`src/rtl/sram_wr_pkg.sv`:
```
package sram_wr_pkg;
    typedef enum logic {
        ST_IDLE = 1'b0,
        ST_BUSY = 1'b1
    } seq_state_t;
endpackage

```
`src/rtl/sram_wr_limits.sv`:
```
// Derives the effective cycle length and configuration faults from the live timing inputs.
module sram_wr_limits #(
    parameter int TW = 4
) (
    input  logic [TW-1:0] we_setup,
    input  logic [TW-1:0] we_pulse,
    input  logic [TW-1:0] cs_setup,
    input  logic [TW-1:0] cs_pulse,
    input  logic [TW-1:0] cycle,
    output logic [TW:0]   last_cnt,
    output logic          pulse_bad,
    output logic          len_over
);
    logic [TW:0] we_end, cs_end, cyc_ext, len;

    always_comb begin
        we_end  = {1'b0, we_setup} + {1'b0, we_pulse};
        cs_end  = {1'b0, cs_setup} + {1'b0, cs_pulse};
        cyc_ext = {1'b0, cycle};
        len     = cyc_ext;
        if (we_end > len) len = we_end;
        if (cs_end > len) len = cs_end;
        last_cnt  = len - {{TW{1'b0}}, 1'b1};
        pulse_bad = (we_pulse == '0) || (cs_pulse == '0);
        len_over  = (we_end > cyc_ext) || (cs_end > cyc_ext);
    end
endmodule

```
`src/rtl/sram_wr_window.sv`:
```
// Decodes one strobe window and its "setup elapsed" flag from the cycle counter.
module sram_wr_window #(
    parameter int TW = 4
) (
    input  logic          active,
    input  logic [TW:0]   cnt,
    input  logic [TW-1:0] setup,
    input  logic [TW-1:0] pulse,
    output logic          on,
    output logic          past_setup
);
    logic [TW:0] stop;

    always_comb begin
        stop       = {1'b0, setup} + {1'b0, pulse};
        past_setup = active && (cnt >= {1'b0, setup});
        on         = past_setup && (cnt < stop);
    end
endmodule

```
`src/rtl/sram_wr_sequencer.sv`:
```
module sram_wr_sequencer
    import sram_wr_pkg::*;
#(
    parameter int TW = 4,
    parameter int AW = 8,
    parameter int DW = 8
) (
    input  logic          clk,
    input  logic          rst_n,
    input  logic [TW-1:0] cfg_we_setup,
    input  logic [TW-1:0] cfg_we_pulse,
    input  logic [TW-1:0] cfg_cs_setup,
    input  logic [TW-1:0] cfg_cs_pulse,
    input  logic [TW-1:0] cfg_cycle,
    input  logic          cfg_we_mode,
    input  logic          req_valid,
    input  logic [AW-1:0] req_addr,
    input  logic [DW-1:0] req_data,
    output logic          req_rdy,
    output logic          wr_ack,
    output logic [AW-1:0] mem_addr,
    output logic [DW-1:0] mem_dout,
    output logic          mem_doe,
    output logic          mem_cs_n,
    output logic          mem_we_n,
    output logic          err_pulse,
    output logic          err_len
);
    localparam int NSTROBE = 2;  // index 0: write strobe, index 1: chip select
    localparam int CW      = TW + 1;

    seq_state_t    state_q, state_d;
    logic [CW-1:0] cnt_q, cnt_d;
    logic [CW-1:0] last_q, last_live;
    logic [TW-1:0] setup_q [NSTROBE];
    logic [TW-1:0] pulse_q [NSTROBE];
    logic          mode_q;
    logic          pulse_bad, len_over;
    logic          busy, at_last, take_ok, take_bad;
    logic [NSTROBE-1:0] win_on, win_past;

    sram_wr_limits #(.TW(TW)) u_limits (
        .we_setup (cfg_we_setup),
        .we_pulse (cfg_we_pulse),
        .cs_setup (cfg_cs_setup),
        .cs_pulse (cfg_cs_pulse),
        .cycle    (cfg_cycle),
        .last_cnt (last_live),
        .pulse_bad(pulse_bad),
        .len_over (len_over)
    );

    for (genvar g = 0; g < NSTROBE; g++) begin : g_win
        sram_wr_window #(.TW(TW)) u_win (
            .active    (busy),
            .cnt       (cnt_q),
            .setup     (setup_q[g]),
            .pulse     (pulse_q[g]),
            .on        (win_on[g]),
            .past_setup(win_past[g])
        );
    end

    assign busy     = (state_q == ST_BUSY);
    assign at_last  = busy && (cnt_q == last_q);
    assign req_rdy  = !busy || at_last;
    assign take_ok  = req_valid && req_rdy && !pulse_bad;
    assign take_bad = req_valid && req_rdy && pulse_bad;

    // next-state logic
    always_comb begin
        state_d = state_q;
        cnt_d   = cnt_q;
        unique case (state_q)
            ST_IDLE: begin
                if (take_ok) begin
                    state_d = ST_BUSY;
                    cnt_d   = '0;
                end
            end
            ST_BUSY: begin
                if (at_last) begin
                    cnt_d   = '0;
                    state_d = take_ok ? ST_BUSY : ST_IDLE;
                end else begin
                    cnt_d = cnt_q + {{TW{1'b0}}, 1'b1};
                end
            end
            default: state_d = ST_IDLE;
        endcase
    end

    // state register
    always_ff @(posedge clk or negedge rst_n) begin
        if (!rst_n) begin
            state_q <= ST_IDLE;
            cnt_q   <= '0;
        end else begin
            state_q <= state_d;
            cnt_q   <= cnt_d;
        end
    end

    // capture of request and timing, sticky faults
    always_ff @(posedge clk or negedge rst_n) begin
        if (!rst_n) begin
            last_q     <= '0;
            mode_q     <= 1'b0;
            mem_addr   <= '0;
            mem_dout   <= '0;
            err_pulse  <= 1'b0;
            err_len    <= 1'b0;
            setup_q[0] <= '0;
            setup_q[1] <= '0;
            pulse_q[0] <= '0;
            pulse_q[1] <= '0;
        end else begin
            if (take_bad) err_pulse <= 1'b1;
            if (take_ok) begin
                if (len_over) err_len <= 1'b1;
                last_q     <= last_live;
                mode_q     <= cfg_we_mode;
                mem_addr   <= req_addr;
                mem_dout   <= req_data;
                setup_q[0] <= cfg_we_setup;
                pulse_q[0] <= cfg_we_pulse;
                setup_q[1] <= cfg_cs_setup;
                pulse_q[1] <= cfg_cs_pulse;
            end
        end
    end

    // outputs
    always_comb begin
        wr_ack   = at_last;
        mem_we_n = !win_on[0];
        mem_cs_n = !win_on[1];
        mem_doe  = mode_q ? win_past[0] : win_past[1];
    end

    assert_idle_quiet_R1: assert property (@(posedge clk) disable iff (!rst_n)
        !busy |-> (mem_we_n && mem_cs_n && !mem_doe));
    assert_addr_stable_R2: assert property (@(posedge clk) disable iff (!rst_n)
        (busy && cnt_q != '0) |-> ($stable(mem_addr) && $stable(mem_dout)));
    assert_doe_we_R6: assert property (@(posedge clk) disable iff (!rst_n)
        (busy && mode_q && !mem_we_n) |-> mem_doe);
    assert_doe_cs_R7: assert property (@(posedge clk) disable iff (!rst_n)
        (busy && !mode_q && !mem_cs_n) |-> mem_doe);
    assert_sticky_pulse_R8: assert property (@(posedge clk) disable iff (!rst_n)
        err_pulse |=> err_pulse);
    assert_sticky_len_R9: assert property (@(posedge clk) disable iff (!rst_n)
        err_len |=> err_len);
    assert_chain_start_R10: assert property (@(posedge clk) disable iff (!rst_n)
        (wr_ack && req_valid && !pulse_bad) |=> (busy && cnt_q == '0));
    assert_refuse_R8: assert property (@(posedge clk) disable iff (!rst_n)
        (!busy && req_valid && pulse_bad) |=> !busy);
endmodule

```
`config.mk`:
```
export PLATFORM = sky130hd
export DESIGN_NAME = sram_wr_sequencer
export DESIGN_NICKNAME = d
export VERILOG_FILES = /design/src/rtl/sram_wr_pkg.sv /design/src/rtl/sram_wr_limits.sv /design/src/rtl/sram_wr_window.sv /design/src/rtl/sram_wr_sequencer.sv
export SDC_FILE = /design/constraint.sdc
export NUM_CORES = 1
export LEC_CHECK = 0
export BUFFER_PORTS_ARGS = -buffer_cell sky130_fd_sc_hd__buf_2
export CORE_MARGIN = 2
export CORE_UTILIZATION = 40
export DETAILED_ROUTE_END_ITERATION = 12
export PLACE_DENSITY_LB_ADDON = 0.08
export SETUP_SLACK_MARGIN = 0.3
export SLEW_MARGIN = 10
export SYNTH_ARGS = -nofsm -noshare
export SYNTH_HDL_FRONTEND = slang
export SYNTH_SLANG_ARGS = --single-unit
export TNS_END_PERCENT = 30
```
`constraint.sdc`:
```
create_clock -name clk -period 4.84 [get_ports clk]
set_input_delay 0.484 -clock clk [delete_from_list [all_inputs] [get_ports clk]]
set_output_delay 0.484 -clock clk [all_outputs]
set_load 0.05 [all_outputs]
```
==> results.json, run 1 <==
{
  "outcome": "completed",
  "cpMostUsedCell": "ha_1",
  "overflow": 0,
  "period_minus_slack_ns": 4.32,
  "synth_nets": 370,
  "synthMostInstantiatedCell": "ha_1",
  "worstPathArrival_ns": 4.50,
  "die-area_um2": 8860,
  "drc": 0,
  "synthTopCellsByCount": "47 x ha_1, 46 x dfrtp_1, 31 x mux2_2",
  "grt_first_pass_wirelength_mm": 10.7,
  "worst_setup_path_end_kind": "register",
  "root_buffer": "clkbuf_8",
  "dieWidth_um": 94.1,
  "clk_latency_ns": 0.30,
  "worstMarginPinSlew_ns": 0.634,
  "rr_worst_depth": 8,
  "syn_area_um2": 3250,
  "hold_path.class": "primary input to asynchronous set/reset pin",
  "syn_inst": 279,
  "crit_type": "primary input to register",
  "antenna_found_initial": 0,
  "core.rowCount": 32,
  "pwr-share-seq_pct": 27.2,
  "cp_max_fo": 6,
  "hold_viol_final": 0,
  "power_density_nw_per_um2": 708,
  "drt-pass1-iter-count": 4,
  "vias_per_cell": 5.03,
  "cts_buffers": 5,
  "combPwrFrac_pct": 62.1,
  "clk_pin_slew_worst_paths_ns": 0.09,
  "nets": 436,
  "slew_violations": 0,
  "area_growth_pct": 16.3,
  "ys.flop_type": "dfrtp_1",
  "synth.top_cell.area_share_pct": 35.4,
  "async_reset_ff_share_pct": 100,
  "power.share.clock_pct": 10.8,
  "start_util_pct": 41.6,
  "yosys_warnings": 0,
  "synth.area.top_cells": "dfrtp_1 35%, ha_1 18%, mux2_2 11%",
  "cts_buffer_depth": 2,
  "track_usage_pct": 15.6,
  "core-area_um2": 7810,
  "grt_pass1_vias": 2271,
  "crit_path_start_kind": "primary input",
  "crit_chain": "buf_2 -> ha_1 -> fa_1 -> xor2_1 -> ha_1 -> and4_2 -> o21ai_4 -> mux2i_2 -> ha_1 -> nor2b_1 -> o21a_1 -> o21ai_1 -> a21o_4 -> mux2_4 -> ha_1 -> and4_1 -> o31a_1",
  "grt_max_degree": 47,
  "vias": 2252,
  "cts_tree": "yes",
  "pin_count": 63,
  "drv_cap": 0,
  "power.leakage_nw": 1.88,
  "critPathBufInv": 1,
  "cp.required_ns": 5.03,
  "intPower_w": 0.00141,
  "cts.sinks": 46,
  "totalWireLength_mm": 6.49,
  "rsz0062_at_grt": "false",
  "relSlewSlack_pct": 57.7,
  "synth_area_leader_cell": "dfrtp_1",
  "skew_ns": 0.00729,
  "synth_edf_count": 0,
  "dpl.hpwl_mm": 5.14,
  "post_cts.repair.setup_buffers": 0,
  "synth.distinct_cells": 46,
  "ys_ff_latch": 46,
  "switching_share_pct": 47.1,
  "ant_nets": 0,
  "postSynthAreaPerCell_um2": 11.7,
  "htree_num_levels": 2,
  "holdWs_ns": 0.108,
  "p_switching_w": 0.00126,
  "setup_viol": 0,
  "portBuffers": 62,
  "crit_slowest_cell": "fa_1",
  "ir_drop_mv": 0.303,
  "cpPeakStageDelay_ns": 0.41,
  "ys_seq_area_share_pct": 35.4,
  "crit_cells": 17,
  "drive_gt1_share_pct": 33.5,
  "fillCellCount": 750,
  "avgRoutedWirePerCell_um": 14.5,
  "drt_iter0_drc": 33,
  "tns_ns": 0,
  "diodes": 0,
  "fmax_ghz": 0.232,
  "gp_congestion": 0.797,
  "fin_crit_sh_pct": 89.2,
  "path_delay_family": "adder cells",
  "die_h_um": 94.1
}
==> logic make-up (layout without fill, tap and decap cells) <==
group                      after synthesis  after routing  share of synthesized area (%)
muxes                                   43             43                           15.7
and+or+nand+nor                         39             39                           7.27
buffers and inverters                   26             93                           4.04
AOI/OAI and AO/OA                       60             60                           13.2
adders and majority gates               51             51                           20.6
DFF                                     46             46                           35.4
xor gates and xnor gates                14             14                           3.77
==> power groups by stage <==
| stage | Sequential [W] | Clock, W | Combinational, W |
|---|---|---|---|
| 2_1_floorplan | 0.000955 | 0 | 0.00110 |
| 3_3_place_gp | 0.000738 | 0 | 0.00164 |
| 3_5_place_dp | 0.000742 | 0 | 0.00167 |
| 4_1_cts | 0.000733 | 0.000303 | 0.00168 |
| 5_1_grt | 0.000759 | 0.000316 | 0.00184 |
| 6_report | 0.000727 | 0.000288 | 0.00166 |
==> worst register-to-register path: stages (launching register included) <==
cell      delay, ns
dfrtp_1        0.52
xnor2_1        0.21
nand3_1        0.13
o31ai_2        0.25
buf_4          0.22
nand3_4        0.49
a211oi_1       0.46
nand4_1        0.13
nand3_1        0.09
==> registers in the layout, indices dropped and copies added, names as in the netlist <==
name and count:
mem_addr 8, mem_dout 8, pulse_q 8, setup_q 8, cnt_q 5, last_q 5
busy 1, err_len 1, err_pulse 1, mode_q 1
==> stage by stage <==
stage	setup WS [ns]	total power, W	instance area (um^2)	util, %	cells
after CTS	0.500	0.00272	3760	48.1	447
after floorplan	0.604	0.00206	3250	-	279
after detailed placement	0.178	0.00241	3640	46.7	439
after global routing	0.313	0.00292	3780	48.4	448
final	0.522	0.00268	3780	48.4	448
after global placement	0.298	0.00238	3640	46.7	439
==> layout by cell type, fill, tap and decap left out, drive strengths merged, types with 3 or more instances in the layout <==
cell / synthesis / final
nor2b: 6 / 6
mux2i: 5 / 5
nand2b: 7 / 7
o21a: 3 / 3
o31ai: 5 / 5
dfrtp: 46 / 46
xor2: 7 / 7
buf: 4 / 64
a211oi: 3 / 3
o21ai: 13 / 13
inv: 21 / 22
nand2: 7 / 7
nand3: 6 / 6
fa: 4 / 4
clkbuf: 1 / 5
ha: 47 / 47
a21oi: 13 / 13
a21o: 13 / 13
nor4: 3 / 3
nor2: 3 / 3
xnor2: 7 / 7
mux2: 38 / 38
==> worst paths after layout <==
path,slack [ns],end,startpoint
hold reg to reg,0.48,err_len,err_len
hold / removal,0.11,mode_q,rst_n
setup reg to reg,2.29,last_q[3],cnt_q[1]
setup / recovery,0.52,last_q[4],cfg_we_setup[0]
max in group asynchronous,4.22,err_len,rst_n
min in group clk,0.39,mem_dout[4],req_data[4]
==> area by class of cell <==
class / count / area [um^2] / area share [%]
well taps: 102 / 128 / 3.38
inverters: 21 / 78.8 / 2.09
flip-flops and latches: 46 / 1150 / 30.5
repair buffers: 64 / 338 / 8.94
multi-input cells: 207 / 1970 / 52.2
clock inverters: 3 / 43.8 / 1.16
clock buffers: 5 / 68.8 / 1.82
==> repair_timing <==
action	CTS	global route
endpoints found under the hold margin	0	0
resized for setup	0	1
hold buffers	0	0
setup endpoints to repair	0	1
==> metal layers <==
| layer | routed length [um] | up-vias | GRT usage [%] |
|---|---|---|---|
| met1 | 3160 | 1066 | 21.1 |
| met4 | 72 | 0 | 3.99 |
| met5 | 0 | - | 0 |
| met3 | 136 | 5 | 2.41 |
| li1 | - | 1154 | - |
| met2 | 3130 | 27 | 26.2 |
Note: power is estimated with default switching activity, not from simulation.
==> inputs of run 2 (changes only) <==
BUFFER_PORTS_ARGS = default   (was -buffer_cell sky130_fd_sc_hd__buf_2)
DONT_BUFFER_PORTS = 1   (was default)
==> run 2 against run 1 <==
Wire length rose by 1.7%. Non-clock buffer count shrank 61. Largest power group unchanged. Via count decreased by 11%.
==> results.json, run 2 (synthesis gave the netlist of run 1 again) <==
{
  "power.leakage_nw": 1.63,
  "worstMarginPinSlew_ns": 1.09,
  "drt_iter0_drc": 38,
  "grt_first_pass_wirelength_mm": 10.8,
  "hold_path.class": "primary input to asynchronous set/reset pin",
  "crit_path_start_kind": "primary input",
  "drc": 0,
  "die-area_um2": 8860,
  "ctsResizeCount": 0,
  "die_h_um": 94.1,
  "core.rowCount": 32,
  "diodes": 0,
  "avgRoutedWirePerCell_um": 17.1,
  "cts_buffer_depth": 2,
  "cp.required_ns": 5.02,
  "clk_pin_slew_worst_paths_ns": 0.10,
  "wl_met1_mm": 3.12,
  "layout_commonest_cell": "ha_1",
  "placedCellCount": 378,
  "relSlewSlack_pct": 25.0,
  "gp_congestion": 0.791,
  "setup_viol": 0,
  "pin_count": 63,
  "ir_drop_mv": 0.307,
  "top_layer": "met4",
  "cpMostUsedCell": "ha_1",
  "clk_latency_ns": 0.30,
  "crit_slowest_cell": "fa_1",
  "overflow": 0,
  "cts_tree": "yes",
  "path_delay_family": "adder cells",
  "root_buffer": "clkbuf_8",
  "cts_buffers": 5,
  "r2r_setup_slack_ns": 2.11,
  "htree_num_levels": 2,
  "dieWidth_um": 94.1,
  "grt_max_degree": 47,
  "wl_met3_um": 264,
  "vias_per_cell": 5.17,
  "vias": 2002,
  "nets": 375,
  "core-area_um2": 7810,
  "hold_viol_final": 0,
  "period_minus_slack_ns": 4.27,
  "skew_ns": 0.0177,
  "cts.sinks": 46,
  "totalWireLength_mm": 6.60,
  "drive_gt1_share_pct": 19.3,
  "start_util_pct": 41.6,
  "post_cts.repair.setup_buffers": 0,
  "layout_common_cells": "47 x ha_1, 46 x dfrtp_1, 31 x mux2_2",
  "fillCellCount": 750,
  "routed-wl-met2_mm": 3.16,
  "drv_cap": 0,
  "fin_crit_sh_pct": 88.2,
  "worst_setup_path_end_kind": "register",
  "portBuffers": 0,
  "grt_pass1_vias": 2106,
  "worstPathArrival_ns": 4.45,
  "critPathBufInv": 0,
  "cpPeakStageDelay_ns": 0.41,
  "rsz0062_at_grt": "false",
  "power_density_nw_per_um2": 732,
  "crit_chain": "ha_1 -> fa_1 -> xor2_1 -> ha_1 -> nand4b_1 -> and3_4 -> o21ai_4 -> mux2i_1 -> ha_1 -> nor2b_1 -> o21a_1 -> o21ai_1 -> a21o_4 -> mux2_4 -> ha_1 -> and4_1 -> o31a_1",
  "drt-pass1-iter-count": 4,
  "crit_type": "primary input to register",
  "fin_cells": 387,
  "tns_ns": 0,
  "slew_violations": 0,
  "ant_nets": 0,
  "track_usage_pct": 16.0,
  "outcome": "completed",
  "area_growth_pct": 6.93,
  "dpl.hpwl_mm": 5.09,
  "fmax_ghz": 0.234,
  "cp_max_fo": 6,
  "antenna_found_initial": 0
}
==> run 2: cell types whose count changed in the layout (fill, tap and decap cells not counted), sizes merged <==
cell      previous run  this run
bufinv               1         0
buf                 64         3
clkinvlp             0         2
clkinv               1         0
==> run 2: through the flow <==
stage,util [%],total power (W),area [um^2],hold slack (ns),setup slack (ns)
floorplan,-,0.00206,3250,0.188,0.604
global placement,43.0,0.00229,3360,0.190,0.417
detailed placement,43.0,0.00232,3360,0.190,0.248
CTS,44.5,0.00259,3480,0.0223,0.570
global route,44.5,0.00278,3480,0.0240,0.364
finish,44.5,0.00254,3480,0.0176,0.570
==> run 2: report_power, final <==
group / leakage, nW / switching (W) / internal (W) / total (W)
clock: 0.0408 / 0.000146 / 0.000104 / 0.000250
combinational: 1.04 / 0.000682 / 0.000610 / 0.00129
sequential: 0.546 / 0.000435 / 0.000567 / 0.00100
total: 1.63 / 0.00126 / 0.00128 / 0.00254
==> run 2: worst reg2reg max path: cells and delay by family, from the launching register on <==
family          cells  cell delay [ns]
compound gates      2             0.70
simple gates        4             0.93
flops               1             0.58
xor+xnor            1             0.16
buf+inv             1             0.31
==> run 2: worst paths after layout <==
kind                                  from  cells past startpoint          to
setup / recovery           cfg_we_setup[0]                     17   last_q[4]
hold / removal                       rst_n                      1  setup_q[5]
setup reg to reg                  cnt_q[1]                      8   last_q[3]
hold reg to reg                  last_q[2]                      2   last_q[2]
max in group asynchronous            rst_n                      1   last_q[4]
min in group clk           cfg_we_setup[2]                      1  setup_q[6]
==> run 2: what timing repair did <==
action / in CTS / in global routing
hold buffers: 1 / 0
endpoints found under the hold margin: 46 / 0
setup endpoints to repair: 0 / 0
==> run 2: cell type report <==
type / instances / area [um^2] / area share, %
clock buffers: 5 / 68.8 / 1.98
multi-input cells: 207 / 1980 / 57.1
clock inverters: 3 / 23.8 / 0.684
repair buffers: 3 / 42.5 / 1.22
inverters: 21 / 78.8 / 2.27
flip-flops and latches: 46 / 1150 / 33.1
well taps: 102 / 128 / 3.67
==> run 2: layer usage <==
layer | vias to the layer above | global-route usage, %
met2 | 22 | 26.5
met1 | 953 | 21.0
met5 | - | 0
li1 | 1023 | -
met4 | 0 | 4.35
met3 | 4 | 3.69
